$ cat config.mk
export PLATFORM = sky130hd
export DESIGN_NAME = stride_prefetch_predictor
export DESIGN_NICKNAME = d
export VERILOG_FILES = /design/src/rtl/spp_pkg.sv /design/src/rtl/spp_pc_split.sv /design/src/rtl/spp_table.sv /design/src/rtl/spp_update.sv /design/src/rtl/stride_prefetch_predictor.sv
export SDC_FILE = /design/constraint.sdc
export NUM_CORES = 2
export LEC_CHECK = 0
export BUFFER_PORTS_ARGS = -buffer_cell sky130_fd_sc_hd__buf_2
export CAP_MARGIN = 5
export CORE_MARGIN = 4
export CORE_UTILIZATION = 45
export CTS_CLUSTER_SIZE = 28
export DETAILED_ROUTE_END_ITERATION = 6
export GPL_ROUTABILITY_DRIVEN = 0
export PLACE_DENSITY = 0.71
export SLEW_MARGIN = 10
export SYNTH_ARGS = -nofsm -noshare
export SYNTH_HDL_FRONTEND = slang
export SYNTH_SLANG_ARGS = --single-unit
$ cat constraint.sdc
create_clock -name clk -period 26.9 [get_ports clk]
set_clock_uncertainty 0.2 [all_clocks]
set_input_delay 8.07 -clock clk [delete_from_list [all_inputs] [get_ports clk]]
set_output_delay 8.07 -clock clk [all_outputs]
set_load 0.02 [all_outputs]
$ cat src/rtl/spp_pkg.sv
`timescale 1ns/1ps
// Shared types for the stride prefetch predictor.
// Assumes: a 2-bit confidence state per table entry.
package spp_pkg;
    typedef enum logic [1:0] {
        CONF_FRESH  = 2'd0,
        CONF_TRANS  = 2'd1,
        CONF_STEADY = 2'd2,
        CONF_NOPRED = 2'd3
    } conf_state_e;
endpackage

$ cat src/rtl/spp_pc_split.sv
`timescale 1ns/1ps
// Splits a load program counter into a table index (low bits) and a tag
// (remaining upper bits). Assumes IDX_W < PC_W.
module spp_pc_split #(
    parameter int PC_W  = 32,
    parameter int IDX_W = 4,
    localparam int TAG_W = PC_W - IDX_W
) (
    input  logic [PC_W-1:0]  pc,
    output logic [IDX_W-1:0] idx,
    output logic [TAG_W-1:0] tag
);
    // Purpose: pure field extraction, no state.
    assign idx = pc[IDX_W-1:0];
    assign tag = pc[PC_W-1:IDX_W];
endmodule

$ cat src/rtl/spp_table.sv
`timescale 1ns/1ps
// Direct-mapped predictor storage: valid, tag, previous address, step
// and confidence per entry. One combinational read port, one write
// port. Assumes read and write share the same index in a cycle.
module spp_table
    import spp_pkg::*;
#(
    parameter int IDX_W  = 4,
    parameter int TAG_W  = 28,
    parameter int ADDR_W = 32,
    localparam int ENTRIES = 1 << IDX_W
) (
    input  logic              clk,
    input  logic              rst_n,
    input  logic [IDX_W-1:0]  rd_idx,
    output logic              rd_valid,
    output logic [TAG_W-1:0]  rd_tag,
    output logic [ADDR_W-1:0] rd_prev,
    output logic [ADDR_W-1:0] rd_stride,
    output conf_state_e       rd_state,
    input  logic              wr_en,
    input  logic [IDX_W-1:0]  wr_idx,
    input  logic [TAG_W-1:0]  wr_tag,
    input  logic [ADDR_W-1:0] wr_prev,
    input  logic [ADDR_W-1:0] wr_stride,
    input  conf_state_e       wr_state
);
    logic              valid_q  [ENTRIES];
    logic [TAG_W-1:0]  tag_q    [ENTRIES];
    logic [ADDR_W-1:0] prev_q   [ENTRIES];
    logic [ADDR_W-1:0] stride_q [ENTRIES];
    conf_state_e       state_q  [ENTRIES];

    // Purpose: clear all entries on reset, else write the addressed entry.
    always_ff @(posedge clk) begin
        if (!rst_n) begin
            for (int e = 0; e < ENTRIES; e++) begin
                valid_q[e]  <= 1'b0;
                tag_q[e]    <= '0;
                prev_q[e]   <= '0;
                stride_q[e] <= '0;
                state_q[e]  <= CONF_FRESH;
            end
        end else if (wr_en) begin
            valid_q[wr_idx]  <= 1'b1;
            tag_q[wr_idx]    <= wr_tag;
            prev_q[wr_idx]   <= wr_prev;
            stride_q[wr_idx] <= wr_stride;
            state_q[wr_idx]  <= wr_state;
        end
    end

    // Purpose: asynchronous read of the addressed entry.
    always_comb begin
        rd_valid  = valid_q[rd_idx];
        rd_tag    = tag_q[rd_idx];
        rd_prev   = prev_q[rd_idx];
        rd_stride = stride_q[rd_idx];
        rd_state  = state_q[rd_idx];
    end
endmodule

$ cat src/rtl/spp_update.sv
`timescale 1ns/1ps
// Next-entry logic: checks the guess, picks the next confidence state
// and step, and decides whether to prefetch. Assumes two's-complement
// wrap-around arithmetic on ADDR_W-bit addresses.
module spp_update
    import spp_pkg::*;
#(
    parameter int ADDR_W = 32
) (
    input  logic              hit,
    input  logic [ADDR_W-1:0] cur_addr,
    input  logic [ADDR_W-1:0] rd_prev,
    input  logic [ADDR_W-1:0] rd_stride,
    input  conf_state_e       rd_state,
    output logic              guess_ok,
    output conf_state_e       nxt_state,
    output logic [ADDR_W-1:0] nxt_stride,
    output logic              issue
);
    logic [ADDR_W-1:0] guess;
    logic [ADDR_W-1:0] diff;

    // Purpose: form the guessed address and the newly observed difference.
    assign guess    = rd_prev + rd_stride;
    assign diff     = cur_addr - rd_prev;
    assign guess_ok = hit && (cur_addr == guess);

    // Purpose: confidence transition table with selective step relearning.
    always_comb begin
        nxt_state  = CONF_FRESH;
        nxt_stride = '0;
        if (hit) begin
            nxt_stride = rd_stride;
            unique case (rd_state)
                CONF_FRESH: begin
                    if (guess_ok) nxt_state = CONF_STEADY;
                    else begin
                        nxt_state  = CONF_TRANS;
                        nxt_stride = diff;
                    end
                end
                CONF_TRANS: begin
                    if (guess_ok) nxt_state = CONF_STEADY;
                    else begin
                        nxt_state  = CONF_NOPRED;
                        nxt_stride = diff;
                    end
                end
                CONF_STEADY: begin
                    nxt_state = guess_ok ? CONF_STEADY : CONF_FRESH;
                end
                CONF_NOPRED: begin
                    if (guess_ok) nxt_state = CONF_TRANS;
                    else begin
                        nxt_state  = CONF_NOPRED;
                        nxt_stride = diff;
                    end
                end
                default: nxt_state = CONF_FRESH;
            endcase
        end
    end

    // Purpose: only an entry that lands in steady requests a prefetch.
    assign issue = hit && (nxt_state == CONF_STEADY);
endmodule

$ cat src/rtl/stride_prefetch_predictor.sv
`timescale 1ns/1ps
// Per-load stride prefetch predictor top. Each valid load reads its
// entry, updates it in the same cycle and registers a prefetch
// request for the next cycle. Assumes at most one load per cycle.
module stride_prefetch_predictor
    import spp_pkg::*;
#(
    parameter int PC_W   = 32,
    parameter int ADDR_W = 32,
    parameter int IDX_W  = 4,
    localparam int TAG_W = PC_W - IDX_W
) (
    input  logic              clk,
    input  logic              rst_n,
    input  logic              ld_valid,
    input  logic [PC_W-1:0]   ld_pc,
    input  logic [ADDR_W-1:0] ld_addr,
    output logic              pf_valid,
    output logic [ADDR_W-1:0] pf_addr
);
    logic [IDX_W-1:0]  idx;
    logic [TAG_W-1:0]  tag;
    logic              rd_valid;
    logic [TAG_W-1:0]  rd_tag;
    logic [ADDR_W-1:0] rd_prev;
    logic [ADDR_W-1:0] rd_stride;
    conf_state_e       rd_state;
    logic              hit;
    logic              pred_ok;
    conf_state_e       nxt_state;
    logic [ADDR_W-1:0] nxt_stride;
    logic              issue;

    spp_pc_split #(.PC_W(PC_W), .IDX_W(IDX_W)) u_split (
        .pc  (ld_pc),
        .idx (idx),
        .tag (tag)
    );

    spp_table #(.IDX_W(IDX_W), .TAG_W(TAG_W), .ADDR_W(ADDR_W)) u_table (
        .clk       (clk),
        .rst_n     (rst_n),
        .rd_idx    (idx),
        .rd_valid  (rd_valid),
        .rd_tag    (rd_tag),
        .rd_prev   (rd_prev),
        .rd_stride (rd_stride),
        .rd_state  (rd_state),
        .wr_en     (ld_valid),
        .wr_idx    (idx),
        .wr_tag    (tag),
        .wr_prev   (ld_addr),
        .wr_stride (nxt_stride),
        .wr_state  (nxt_state)
    );

    // Purpose: a hit needs a live entry with a matching tag.
    assign hit = rd_valid && (rd_tag == tag);

    spp_update #(.ADDR_W(ADDR_W)) u_update (
        .hit        (hit),
        .cur_addr   (ld_addr),
        .rd_prev    (rd_prev),
        .rd_stride  (rd_stride),
        .rd_state   (rd_state),
        .guess_ok   (pred_ok),
        .nxt_state  (nxt_state),
        .nxt_stride (nxt_stride),
        .issue      (issue)
    );

    // Purpose: register the prefetch request one cycle after its load.
    always_ff @(posedge clk) begin
        if (!rst_n) begin
            pf_valid <= 1'b0;
            pf_addr  <= '0;
        end else begin
            pf_valid <= ld_valid && issue;
            pf_addr  <= ld_addr + nxt_stride;
        end
    end
endmodule

# --- Yosys cells after proc, flatten, opt, wreduce, memory -nomap -nowiden ---
# Memories as Yosys holds them, arrays and structs flattened.
# Cells that the tools add are included.
word_totals:
  word_cells: 55
  rom_bits: 0
  out_inout_bits: 33
  ram_bits: 1520
  register_bits: 33
  memories: 5
  in_bits: 67
  latchBits: 0
memory_table:
  columns: ["memory", "depth", "word_bits", "rd", "rd_clocked_by_memory_dff", "write_ports", "line_no", "text"]
  rows:
  - ["u_table.prev_q", 16, 32, 1, 0, 16, "spp_table.sv:30", "logic [ADDR_W-1:0] prev_q [ENTRIES];"]
  - ["u_table.stride_q", 16, 32, 1, 0, 16, "spp_table.sv:31", "logic [ADDR_W-1:0] stride_q [ENTRIES];"]
  - ["u_table.tag_q", 16, 28, 1, 0, 16, "spp_table.sv:29", "logic [TAG_W-1:0] tag_q [ENTRIES];"]
  - ["u_table.state_q", 16, 2, 1, 0, 16, "spp_table.sv:32", "conf_state_e state_q [ENTRIES];"]
  - ["u_table.valid_q", 16, 1, 1, 0, 16, "spp_table.sv:28", "logic valid_q [ENTRIES];"]
op_classes:
  n_bitwise: 0
  n_eq_ne: 6
  shift: 0
  n_reduce_logical: 11
  n_addsub: 3
  multipliers: 0
  n_div: 0
  n_lt_le_gt_ge: 0
  muxes: 28
op_table:
  columns: ["op", "count"]
  rows:
  - ["32-bit 2-to-1 mux", 5]
  - ["32-bit adder", 2]
  - ["32-bit OR reduction", 2]
  - ["32-bit equality test", 1]
  - ["32-bit subtractor", 1]
  - ["28-bit equality test", 1]
  - ["28-bit 2-to-1 mux", 1]
  - ["28-bit OR reduction", 1]
  - ["4-bit 2-to-1 mux", 5]
  - ["1-bit 2-to-1 mux", 11]
  - ["2-bit 2-to-1 mux", 5]
  - ["2-bit one-hot mux with 4 select lines", 1]
  - ["2-bit equality test (second input constant)", 3]
  - ["1-bit logical AND", 4]
  - ["3-bit OR reduction", 1]
  - ["2-bit by 1-bit equality test with 1-bit output (second input constant)", 1]
  - ["2-bit zero test", 1]
  - ["2-bit OR reduction", 1]
  - ["1-bit OR reduction", 1]

# --- Depth between registers and ports, before layout ---
# An unclocked memory read counts as a cell.
depth:
  ltp_word: 10
  mapped_depth: 44
  mapped_depth_nobuf: 32

# --- Hierarchy ---
# From an unflattened synthesis, not the netlist that was laid out.
unflattened:
  cells_unflattened: 5348
  area_unflattened_um2: 76011.7
modules_own_cells:
  columns: ["module", "seq_area_each_um2", "cells_per_inst", "n_inst", "area_per_inst_um2"]
  rows:
  - ["spp_table", 45483.6, 4133, 1, 67342.1]
  - ["spp_update", 0.0, 831, 1, 5467.7]
  - ["stride_prefetch_predictor", 660.6, 352, 1, 2961.6]
  - ["spp_pc_split", 0.0, 32, 1, 240.2]

# --- Worst setup path after synthesis ---
# OpenSTA, ideal clock, no wires.
synth_timing:
  kind: "in2reg"
  startpoint: "in ld_pc[0]"
  endpoint: "reg pf_addr[31]"
  setup_time_ns: 0.072
  required_time_ns: 26.628
  arrival_time_ns: 18.175
  slack_ns: 8.453
  stages: 40
  path_buffers: 10
  path_cell_list: "buf_4 > buf_6 > buf_4 > buf_2 > buf_2 > buf_2 > buf_2 > buf_1 > buf_1 > mux4_2 > mux4_2 > ha_1 > inv_1 > fa_1 > xnor2_1 > a311o_1 > a221oi_1 > or4b_1 > [... 4 more ...] > or4_4 > nand2_4 > mux2i_1 > clkbuf_1 > nor2_1 > ha_1 > o21a_1 > a211oi_1 > o31ai_1 > a21oi_1 > or4_1 > a31o_2 > o21ai_0 > a21boi_0 > nor4_1 > a311oi_1 > nand2b_1 > mux2i_1"
synth_via:
  elab_chain_cells: 8
  elab_cells_between_ends: 19
  cone_classes: "3 x add/sub; 4 x eq/ne; 3 x mux; 4 x reduce/logical; 5 x memory"
synth_lines:
  columns: ["item", "line_no", "text"]
  rows:
  - ["start: declaration", "stride_prefetch_predictor.sv:16", "input logic [PC_W-1:0] ld_pc,"]
  - ["memory read 16 x 32 bit, or another cell as far along", null, null]
  - ["32-bit adder or 28-bit equality test (tied branches)", "spp_update.sv:24, stride_prefetch_predictor.sv:58", null]
  - ["32-bit equality test or 1-bit logical AND (tied branches)", "spp_update.sv:26, stride_prefetch_predictor.sv:58", null]
  - ["1-bit logical AND", "spp_update.sv:26", "assign guess_ok = hit && (cur_addr == guess);"]
  - ["32-bit 2-to-1 mux", "spp_update.sv:36, spp_update.sv:43, spp_update.sv:53", null]
  - ["32-bit 2-to-1 mux", null, null]
  - ["32-bit 2-to-1 mux *", "spp_update.sv:32", "if (hit) begin"]
  - ["named net nxt_stride[2]", "stride_prefetch_predictor.sv:31", "logic [ADDR_W-1:0] nxt_stride;"]
  - ["32-bit adder *", "stride_prefetch_predictor.sv:79", "pf_addr <= ld_addr + nxt_stride;"]
  - ["end signal: assignment", "stride_prefetch_predictor.sv:79", null]
  - ["end: declaration", "stride_prefetch_predictor.sv:19", "output logic [ADDR_W-1:0] pf_addr"]
# The timed path passes the listed nets; every way through them passes the cells marked *.
# A chain may end at the register's enable or synchronous reset.

# --- Final worst setup path ---
# Ends and elaborated chain as after synthesis.

==> flow_metrics.py <==
metrics = {
    "status": {
        "violations": "DRC",
        "outcome": "complete, but fails checks",
    },
    "hold_path": {
        "hp-class": "register to register",
    },
    "cts": {
        "clkLatencyLatePin_ns": 0.81,
        "tritoncts": "yes",
        "post_cts_resized": 0,
        "hold_buffers": 0,
        "cts_buffers": 159,
        "postCtsSetupBuffers": 0,
        "clock-root-buffer": "clkbuf_16",
        "htree_levels": 4,
        "clk_pin_slew_ns": 0.06,
        "clk_path_buf_depth": 3,
        "cts.sinks": 1553,
    },
    "grt": {
        "grt_pass1_wl_um": 329000,
        "grt_pass1_vias": 47900,
        "antenna_found_initial": 15,
        "grt_start_max_net_pins": 208,
        "grtUsageMet3_pct": 5.32,
        "grt_usage_pct": 25.8,
        "overflow": 0,
        "grtUsageMet2_pct": 41.0,
        "grt_util_met1_pct": 35.2,
        "busiest_layer": "met2",
    },
    "floorplanning": {
        "die_h_um": 416,
        "ios": 100,
        "die_area_sq_um": 173000,
        "row_count": 149,
        "die_width_um": 416,
        "core-area_sq_um": 165000,
        "start_util_pct": 45.4,
    },
    "placed_design": {
        "portBuffers": 99,
        "dp_hpwl_um": 122000,
        "placed_area_sq_um": 77000,
        "placed_cells": 7154,
    },
    "layout": {
        "nFillCells": 13800,
        "fin_area_sq_um": 82100,
        "layout.cells.non_filler": 7452,
        "area_delta_synth_final_pct": 9.53,
        "drive_gt1_share_pct": 20.9,
        "nNetsFinal": 5289,
    },
    "timing": {
        "setup_viol": 0,
        "fmax_mhz": 49.4,
        "setup_tns_ns": 0,
        "relSlewSlack_pct": 10.3,
        "tightest_slew_ns": 1.32,
        "rsz0062_at_grt": "false",
        "hold_viol_final": 0,
        "slew_violations": 0,
        "finalCritPeriodShare_pct": 75.2,
        "fin_crit_ns": 20.24,
    },
    "drt": {
        "firstDrtPassIters": 7,
        "first_iter_violations": 7698,
        "vias_per_cell": 6.42,
        "wl_um": 226000,
        "ant_nets": 0,
        "vias": 47900,
        "wire_per_inst_um": 30.3,
        "drcViolationCount": 19,
    },
    "synthesis": {
        "synth_cells": 5271,
        "synth_seq_area_share_pct": 61.6,
        "synth-seq-cells": 1553,
        "synth_warnings": 0,
        "synth-main-ff-cell": "edfxtp_1",
        "syn_avg_cell_area_sq_um": 14.2,
        "synth_edf_count": 1504,
        "synth_nets": 5434,
        "syn_area_sq_um": 75000,
        "async_flop_share_pct": 0,
        "synthDistinctLibCells": 92,
    },
    "critical_path": {
        "crit_arrival_ns": 20.71,
        "start_kind": "input pin",
        "critPathKind": "input pin to register",
        "cp-end-kind": "register",
        "cp_max_fo": 49,
        "crit_required_ns": 27.37,
        "slowest_delay_ns": 0.94,
        "cpMaxStageDelayCell": "mux2i_2",
        "crit_top_cell": "buf_4",
    },
    "power": {
        "power_leakage_nw": 31.0,
        "vdd_drop_max_mv": 0.0687,
        "p_total_mw": 5.88,
        "power_density_nw_per_um2": 71.6,
    },
    "run": {
        "drv_cap": 0,
    },
}
Yosys cell counts (all sizes together), types with 6 or more instances:
cell type	count	area, sq um
o22ai	18	113
nor2	805	3380
o21a	15	113
nor4	11	68.8
xnor2	82	718
clkinv	6	22.5
and4	7	61.3
mux2i	112	1230
nand2	145	552
or3	14	87.6
a21oi	84	420
a221oi	10	87.6
a2111oi	6	53.8
clkbuf	380	1430
a22oi	11	82.6
a31oi	16	100
ha	93	1160
nand4	18	113
o2111ai	6	52.6
edfxtp	1504	45200
and2	233	1460
o21ai	51	255
a31o	6	52.6
mux4	420	9460
a21o	38	285
a211oi	16	130
nor2b	23	144
inv	57	214
buf	118	798
and3	624	3900
nand3	29	145
o211ai	8	60.1
nor3	29	145
a21boi	7	52.6
or2	25	156
nor3b	13	97.6
o21bai	13	97.6
mux2	18	203
o31ai	6	50.1
xor2	51	447
nand2b	25	156
dfxtp	49	981
registers in the layout (all words and copies together) (netlist names):
| signal | flops |
|---|---|
| pf_valid | 1 |
| u_table.state_q | 32 |
| pf_addr | 32 |
| u_table.stride_q | 512 |
| u_table.valid_q | 16 |
| u_table.tag_q | 448 |
| u_table.prev_q | 512 |
layout make-up:
cell class | instances | area, sq um | area share, %
Tap cell | 2189 | 2740 | 3.34
Timing Repair Buffer | 192 | 1290 | 1.58
Antenna cell | 5 | 12.5 | 0.0152
Multi-Input combinational cell | 3157 | 26600 | 32.4
Inverter | 63 | 236 | 0.288
Clock inverter | 89 | 842 | 1.03
Sequential cell | 1553 | 46100 | 56.2
Clock buffer | 204 | 4240 | 5.16
cell families after synthesis:
| group | Yosys count | synth area share (%) |
|---|---|---|
| and+or+nand+nor | 2019 | 14.2 |
| DFF | 1553 | 61.6 |
| buffers and inverters | 561 | 3.28 |
| muxes | 550 | 14.5 |
| AOI/OAI and AO/OA | 359 | 3.27 |
| xor gates and xnor gates | 133 | 1.55 |
| adders and majority gates | 96 | 1.63 |
through the flow:
stage / setup slack [ns] / hold WS, ns / util [%]
after floorplan: 8.45 / 0.218 / -
after global placement: 6.14 / 0.226 / 46.6
after CTS: 6.82 / 0.243 / 49.7
final: 6.66 / 0.238 / 49.7
after global routing: 5.76 / 0.268 / 49.7
after detailed placement: 6.02 / 0.234 / 46.6
worst paths after layout:
path,startpoint,to,slack [ns],cells after the start
setup / recovery,ld_pc[0],pf_addr[31],6.66,31
hold / removal,u_table.valid_q[15],u_table.valid_q[15],0.24,2
setup reg to reg,u_table.prev_q[12][4],pf_addr[31],15.87,29
hold reg to reg,u_table.valid_q[15],u_table.valid_q[15],0.24,2
power breakdown:
group,internal (mW),switching (mW),total [mW]
clock network,1.21,0.962,2.17
logic,0.291,0.616,0.906
registers,2.77,0.0330,2.80
worst max-delay path: cells and delay by family:
kind,cells,cell delay [ns]
adder cells (fa/ha/maj),2,0.77
AO/OA/AOI/OAI,8,3.15
multiplexers,5,2.57
AND/OR/NAND/NOR,11,3.09
buffers and inverters,5,2.85
cell usage in the layout, fill, tap and decap left out, drive strengths merged, types with 62 or more instances in the layout:
cell type	netlist	final
inv	57	62
xnor2	82	82
mux4	420	420
nor2	805	805
edfxtp	1504	1504
ha	93	93
a21oi	84	84
mux2i	112	112
clkinv	6	77
clkbuf	380	204
and2	233	233
and3	624	624
buf	118	192
nand2	145	145
layer usage:
layer  routed length (um)  share of wire, %
met1                84100                37
met2               107000                47
met3                26000                12
met4                 9250               4.1
met5                   13            0.0057
Note: power is estimated with default switching activity, not from simulation.
